[src/rtl/clkseq_pkg.sv]
package clkseq_pkg;

    typedef enum logic [2:0] {
        ST_LATCH,
        ST_RUN,
        ST_OUT_LOW,
        ST_VCO_OFF,
        ST_XTAL_OFF,
        ST_XTAL_ON,
        ST_VCO_ON,
        ST_WAIT_STABLE
    } seq_state_e;

endpackage

[src/rtl/clkseq_sync.sv]
module clkseq_sync #(
    parameter int WIDTH  = 1,
    parameter int STAGES = 2
) (
    input  logic             clk,
    input  logic             rst_n,
    input  logic [WIDTH-1:0] d,
    output logic [WIDTH-1:0] q
);

    logic [STAGES-1:0][WIDTH-1:0] stg;

    always_ff @(posedge clk or negedge rst_n) begin
        if (!rst_n) begin
            stg <= '0;
        end else begin
            stg <= {stg[STAGES-2:0], d};
        end
    end

    assign q = stg[STAGES-1];

endmodule

[src/rtl/clkseq_strap_latch.sv]
module clkseq_strap_latch #(
    parameter int WIDTH = 5
) (
    input  logic             clk,
    input  logic             rst_n,
    input  logic             capture,
    input  logic [WIDTH-1:0] pad_i,
    output logic [WIDTH-1:0] strap_q,
    output logic             valid
);

    // Written once per power-on reset; valid blocks any later load.
    always_ff @(posedge clk or negedge rst_n) begin
        if (!rst_n) begin
            strap_q <= '0;
            valid   <= 1'b0;
        end else if (capture && !valid) begin
            strap_q <= pad_i;
            valid   <= 1'b1;
        end
    end

endmodule

[src/rtl/clkseq_fsm.sv]
module clkseq_fsm
    import clkseq_pkg::*;
#(
    parameter int LOW_HOLD    = 4,
    parameter int XTAL_SETTLE = 16,
    parameter int LOCK_TMO    = 40000
) (
    input  logic clk,
    input  logic rst_n,
    input  logic pd_ok,
    input  logic lock_ok,
    output logic capture,
    output logic run,
    output logic vco_en,
    output logic xtal_en
);

    localparam int TOP_A   = (LOW_HOLD > XTAL_SETTLE) ? LOW_HOLD : XTAL_SETTLE;
    localparam int CNT_TOP = (TOP_A > LOCK_TMO) ? TOP_A : LOCK_TMO;
    localparam int CW      = $clog2(CNT_TOP + 1);

    localparam logic [CW-1:0] HOLD_LAST   = CW'(LOW_HOLD - 1);
    localparam logic [CW-1:0] SETTLE_LAST = CW'(XTAL_SETTLE - 1);
    localparam logic [CW-1:0] TMO_LAST    = CW'(LOCK_TMO - 1);

    seq_state_e    state, state_n;
    logic [CW-1:0] cnt, cnt_n;

    // State register
    always_ff @(posedge clk or negedge rst_n) begin
        if (!rst_n) begin
            state <= ST_LATCH;
            cnt   <= '0;
        end else begin
            state <= state_n;
            cnt   <= cnt_n;
        end
    end

    // Next state and dwell counter
    always_comb begin
        state_n = state;
        cnt_n   = cnt + 1'b1;
        unique case (state)
            ST_LATCH: begin
                state_n = ST_XTAL_ON;
                cnt_n   = '0;
            end
            ST_RUN: begin
                cnt_n = '0;
                if (!pd_ok) state_n = ST_OUT_LOW;
            end
            ST_OUT_LOW: begin
                if (cnt == HOLD_LAST) begin
                    state_n = ST_VCO_OFF;
                    cnt_n   = '0;
                end
            end
            ST_VCO_OFF: begin
                state_n = ST_XTAL_OFF;
                cnt_n   = '0;
            end
            ST_XTAL_OFF: begin
                cnt_n = '0;
                if (pd_ok) state_n = ST_XTAL_ON;
            end
            ST_XTAL_ON: begin
                if (cnt == SETTLE_LAST) begin
                    state_n = ST_VCO_ON;
                    cnt_n   = '0;
                end
            end
            ST_VCO_ON: begin
                state_n = ST_WAIT_STABLE;
                cnt_n   = '0;
            end
            ST_WAIT_STABLE: begin
                if (lock_ok || cnt == TMO_LAST) begin
                    state_n = ST_RUN;
                    cnt_n   = '0;
                end
            end
            default: begin
                state_n = ST_LATCH;
                cnt_n   = '0;
            end
        endcase
    end

    // Outputs decoded from state
    always_comb begin
        capture = (state == ST_LATCH);
        run     = (state == ST_RUN);
        vco_en  = state inside {ST_RUN, ST_OUT_LOW, ST_VCO_ON, ST_WAIT_STABLE};
        xtal_en = state inside {ST_RUN, ST_OUT_LOW, ST_VCO_OFF,
                                ST_XTAL_ON, ST_VCO_ON, ST_WAIT_STABLE};
    end

endmodule

[src/rtl/clkseq_gate.sv]
module clkseq_gate (
    input  logic clk,
    input  logic rst_n,
    input  logic run,
    input  logic pd_ok,
    input  logic cpu_ok,
    input  logic pci_ok,
    output logic all_en,
    output logic cpu_en,
    output logic pci_en
);

    logic all_d;

    // Using pd_ok directly cuts the outputs on the falling edge that
    // follows the synchronized request, one cycle ahead of the FSM.
    assign all_d = run & pd_ok;

    always_ff @(negedge clk or negedge rst_n) begin
        if (!rst_n) begin
            all_en <= 1'b0;
            cpu_en <= 1'b0;
            pci_en <= 1'b0;
        end else begin
            all_en <= all_d;
            cpu_en <= all_d & cpu_ok;
            pci_en <= all_d & pci_ok;
        end
    end

endmodule

[src/rtl/clkgen_pwr_seq.sv]
module clkgen_pwr_seq #(
    parameter int STRAP_W     = 5,
    parameter int LOW_HOLD    = 4,
    parameter int XTAL_SETTLE = 16,
    parameter int LOCK_TMO    = 40000,
    parameter int SYNC_STAGES = 2
) (
    input  logic               clk,
    input  logic               rst_n,
    input  logic               pd_n,
    input  logic               cpu_stop_n,
    input  logic               pci_stop_n,
    input  logic               vco_lock,
    input  logic [STRAP_W-1:0] strap_pad,
    output logic [STRAP_W-1:0] strap_q,
    output logic               pad_drive_en,
    output logic               xtal_en,
    output logic               vco_en,
    output logic               all_clk_en,
    output logic               cpu_clk_en,
    output logic               pci_clk_en
);

    localparam int NSYNC = 4;

    logic [NSYNC-1:0] async_in, sync_out;
    logic             pd_ok, lock_ok, cpu_ok, pci_ok;
    logic             capture, run;

    assign async_in = {pd_n, vco_lock, cpu_stop_n, pci_stop_n};
    assign {pd_ok, lock_ok, cpu_ok, pci_ok} = sync_out;

    clkseq_sync #(.WIDTH(NSYNC), .STAGES(SYNC_STAGES)) u_sync (
        .clk   (clk),
        .rst_n (rst_n),
        .d     (async_in),
        .q     (sync_out)
    );

    clkseq_fsm #(
        .LOW_HOLD    (LOW_HOLD),
        .XTAL_SETTLE (XTAL_SETTLE),
        .LOCK_TMO    (LOCK_TMO)
    ) u_fsm (
        .clk     (clk),
        .rst_n   (rst_n),
        .pd_ok   (pd_ok),
        .lock_ok (lock_ok),
        .capture (capture),
        .run     (run),
        .vco_en  (vco_en),
        .xtal_en (xtal_en)
    );

    clkseq_strap_latch #(.WIDTH(STRAP_W)) u_strap (
        .clk     (clk),
        .rst_n   (rst_n),
        .capture (capture),
        .pad_i   (strap_pad),
        .strap_q (strap_q),
        .valid   (pad_drive_en)
    );

    clkseq_gate u_gate (
        .clk    (clk),
        .rst_n  (rst_n),
        .run    (run),
        .pd_ok  (pd_ok),
        .cpu_ok (cpu_ok),
        .pci_ok (pci_ok),
        .all_en (all_clk_en),
        .cpu_en (cpu_clk_en),
        .pci_en (pci_clk_en)
    );

endmodule

[config.mk]
export PLATFORM = sky130hd
export DESIGN_NAME = clkgen_pwr_seq
export DESIGN_NICKNAME = d
export VERILOG_FILES = /design/src/rtl/clkseq_pkg.sv /design/src/rtl/clkseq_sync.sv /design/src/rtl/clkseq_strap_latch.sv /design/src/rtl/clkseq_fsm.sv /design/src/rtl/clkseq_gate.sv /design/src/rtl/clkgen_pwr_seq.sv
export SDC_FILE = /design/constraint.sdc
export NUM_CORES = 1
export LEC_CHECK = 0
export ABC_AREA = 1
export ABC_CLOCK_PERIOD_IN_PS = 1650
export CELL_PAD_IN_SITES_DETAIL_PLACEMENT = 0
export CELL_PAD_IN_SITES_GLOBAL_PLACEMENT = 2
export CORE_MARGIN = 4
export CORE_UTILIZATION = 37
export DETAILED_ROUTE_END_ITERATION = 10
export DONT_BUFFER_PORTS = 1
export MAX_ROUTING_LAYER = met4
export PLACE_DENSITY = 0.76
export SYNTH_ARGS = -nofsm -noshare
export SYNTH_HDL_FRONTEND = slang
export SYNTH_HIERARCHICAL = 1
export SYNTH_SLANG_ARGS = --single-unit
[constraint.sdc]
create_clock -name clk -period 1.65 [get_ports clk]
set_input_delay 0.33 -clock clk [delete_from_list [all_inputs] [get_ports clk]]
set_output_delay 0.33 -clock clk [all_outputs]
set_load 0.02 [all_outputs]
==> impl_metrics.csv <==
group,metric,value,unit
pwr,internal_power,1767,uW
worst_setup_path,critPathMaxFanout,1,
cts,cts_setup_buffers,0,
cts,clock_sinks,36,
cts,cts_inserted_buffers,5,
detailed_routing,vias,1359,
die,rows,25,
pwr,power_frac_seq,38.7,%
pwr,p_comb_share,33.3,%
finish,drive_gt1_share,21.58,%
cts,clockBufferDepth,2,
cts,htreeDepth,2,
grt,track_usage,14.07,%
die,fp.dieH,77.83,um
place,port_buffers,0,
pwr,total_power,2734,uW
place,pre_cts_ws,0.003535,ns
sta,relSlewSlack,80.78,%
sta,tightest_slew,0.2874,ns
sta,clock_skew,0.008707,ns
finish,fin_util,45.03,%
pwr,p_switching,966.8,uW
die,die_w,77.83,um
die,coreArea,4723,sq um
sta,rsz0062_at_grt,"yes",
pwr,switching_share,35.37,%
finish,antenna_cells,0,
die,initial_core_util,38.20,%
detailed_routing,ant_nets,0,
die,die_area,6058,sq um
synthesis,synth_cells,224,
cts,clk_pin_slew_worst_paths,0.07,ns
pwr,power_density,1285,nW/um^2
sta,finalHoldViolCount,0,
detailed_routing,drc,0,
place,dp_hpwl,2575,um
status,status,"finished with violations",
grt,grt.overflow.total,0,
worst_hold_path,worst_hold_path_type,"primary input to flop",
detailed_routing,vias_per_cell,4.412,
grt,grt_max_degree,34,
synthesis,ys_warn_count,6,
place,gp_congestion,0.8131,
detailed_routing,drt-initial-drc-count,38,
synthesis,synth_cell_types,25,
detailed_routing,wirelength,3517,um
sta,maxSlewViolCount,0,
cts,ctsRootBufferMaster,"clkbuf_8",
sta,setup_ws,-0.3032,ns
worst_setup_path,startpoint_type,"flop",
worst_setup_path,criticalPathCategory,"flop to output port",
sta,tns,-0.8879,ns
finish,fin_nets,252,
cts,insertion_delay,0.29,ns
grt,antenna_found_initial,0,
finish,areaGrowthSynthToFinish,17.89,%
pwr,leakage,0.001125,uW
flow_run,maxCapViolCount,0,
worst_setup_path,required,1.32,ns
synthesis,ys_seq_area_share,49.93,%
die,io_pins,22,
finish,design_area,2127,sq um
pwr,ir_drop,0.6841,mV
pwr,pwr-share-clk,27.9,%
synthesis,synth_seq_cells,36,
worst_setup_path,crit_path_end_kind,"output port",
synthesis,avgSynthCellArea,8.055,sq um
worst_setup_path,critPathArrivalTime,1.62,ns
grt,grt_pass1_vias,1444,
cts,cts_tree,"yes",
place,placed_area,1942,sq um
detailed_routing,wl_per_cell,11.42,um
sta,setup_viol,3,
grt,grt_pass1_wl,6506,um
synthesis,synth.net_count,236,
synthesis,netlist_area,1804,sq um
detailed_routing,drtPass1Iterations,6,
status,violations,"negative setup slack",
==> synth_stat cells (all sizes together) <==
master | n | share of area, %
a21boi | 1 | 0.42
a21oi | 5 | 1.4
buf | 5 | 2.3
dfrtn | 3 | 4.2
dfrtp | 33 | 46
ha | 1 | 0.69
inv | 40 | 8.5
nand2 | 68 | 15
nand3 | 18 | 6.0
nand3b | 1 | 0.42
nand4 | 7 | 2.4
nor2 | 23 | 4.8
nor3 | 6 | 2.2
o21ai | 3 | 0.83
o21bai | 1 | 0.42
xnor2 | 3 | 1.5
xor2 | 6 | 2.9
==> cells in the final DEF (no fill, tap or decap), drive strengths merged <==
cell / n
clkbuf: 6
nand3b: 1
nor3: 6
o21ai: 3
nand4: 7
ha: 1
dlygate4sd3: 1
clkinv: 1
a21oi: 5
nand3: 18
a21boi: 1
dfrtp: 33
nand2: 68
bufinv: 1
buf: 13
dfrtn: 3
xor2: 6
inv: 40
nor2: 23
o21bai: 1
xnor2: 3
==> final timing paths <==
| kind | from | endpoint | slack [ns] | cells after the start |
|---|---|---|---|---|
| max | u_gate/all_en$_DFF_NN0_ | all_clk_en | -0.30 | 0 |
| min | cpu_stop_n | u_sync/stg[1]$_DFF_PN0_ | 0.07 | 0 |
| max reg2reg | u_fsm/state[1]$_DFFE_PN0P_ | u_gate/pci_en$_DFF_NN0_ | 0.06 | 5 |
| min reg2reg | u_sync/stg[1]$_DFF_PN0_ | u_sync/q[1]$_DFF_PN0_ | 0.35 | 0 |
| max in group asynchronous | rst_n | u_fsm/cnt[6]$_DFF_PN0_ | 0.96 | 2 |
| min in group asynchronous | rst_n | u_gate/pci_en$_DFF_NN0_ | 0.44 | 0 |
==> repair_timing <==
| item | 4_1_cts | 5_1_grt |
|---|---|---|
| endpoints found under the hold margin | 33 | 0 |
| endpoints found under the setup margin | 5 | 25 |
| hold buffers | 2 | 0 |
| gates resized for setup | 1 | 15 |
==> power groups by stage <==
| stage | clock, uW | sequential, uW | combinational, uW |
|---|---|---|---|
| after floorplan | 0 | 1080 | 580 |
| after global placement | 0 | 1060 | 861 |
| after detailed placement | 0 | 1070 | 869 |
| after CTS | 795 | 1050 | 898 |
| after global routing | 839 | 1070 | 1020 |
| final | 764 | 1060 | 911 |
==> layer usage <==
metal	track usage (%)	wire length (um)
met1	18.22	1772
met4	4.804	25
met2	20.63	1569
met5	-	0
met3	4.640	150
==> per-stage QoR <==
stage,hold WS (ns),instances
after floorplan,0.03441,224
after global placement,0.03536,298
after detailed placement,0.03533,298
after CTS,0.05165,308
after global routing,0.03932,308
final,0.06838,308
==> layout make-up <==
class	count	area [sq um]
fill	471	2596
sequential	36	902.1
multi-input combinational	143	760.7
inverter	40	152.6
timing repair buffer	14	120.1
tap	67	83.83
clock buffer	6	72.57
clock inverter	2	35.03
==> registers in the layout (all words and copies together), names as in the netlist <==
register / count
u_strap/strap_q: 5
u_fsm/state: 3
u_fsm/cnt: 16
u_gate/cpu_en: 1
u_strap/valid: 1
u_sync/stg: 4
u_sync/q: 4
u_gate/pci_en: 1
u_gate/all_en: 1
==> cell families (layout without fill, tap and decap cells) <==
group	Yosys count	after routing	share of synthesized area (%)
xor+xnor	9	9	4.369
flops	36	36	49.93
fa+ha+maj	1	1	0.6934
compound gates	10	10	3.051
simple gates	123	123	31.21
buf+inv	45	62	10.75
Note: power is estimated with default switching activity, not from simulation.
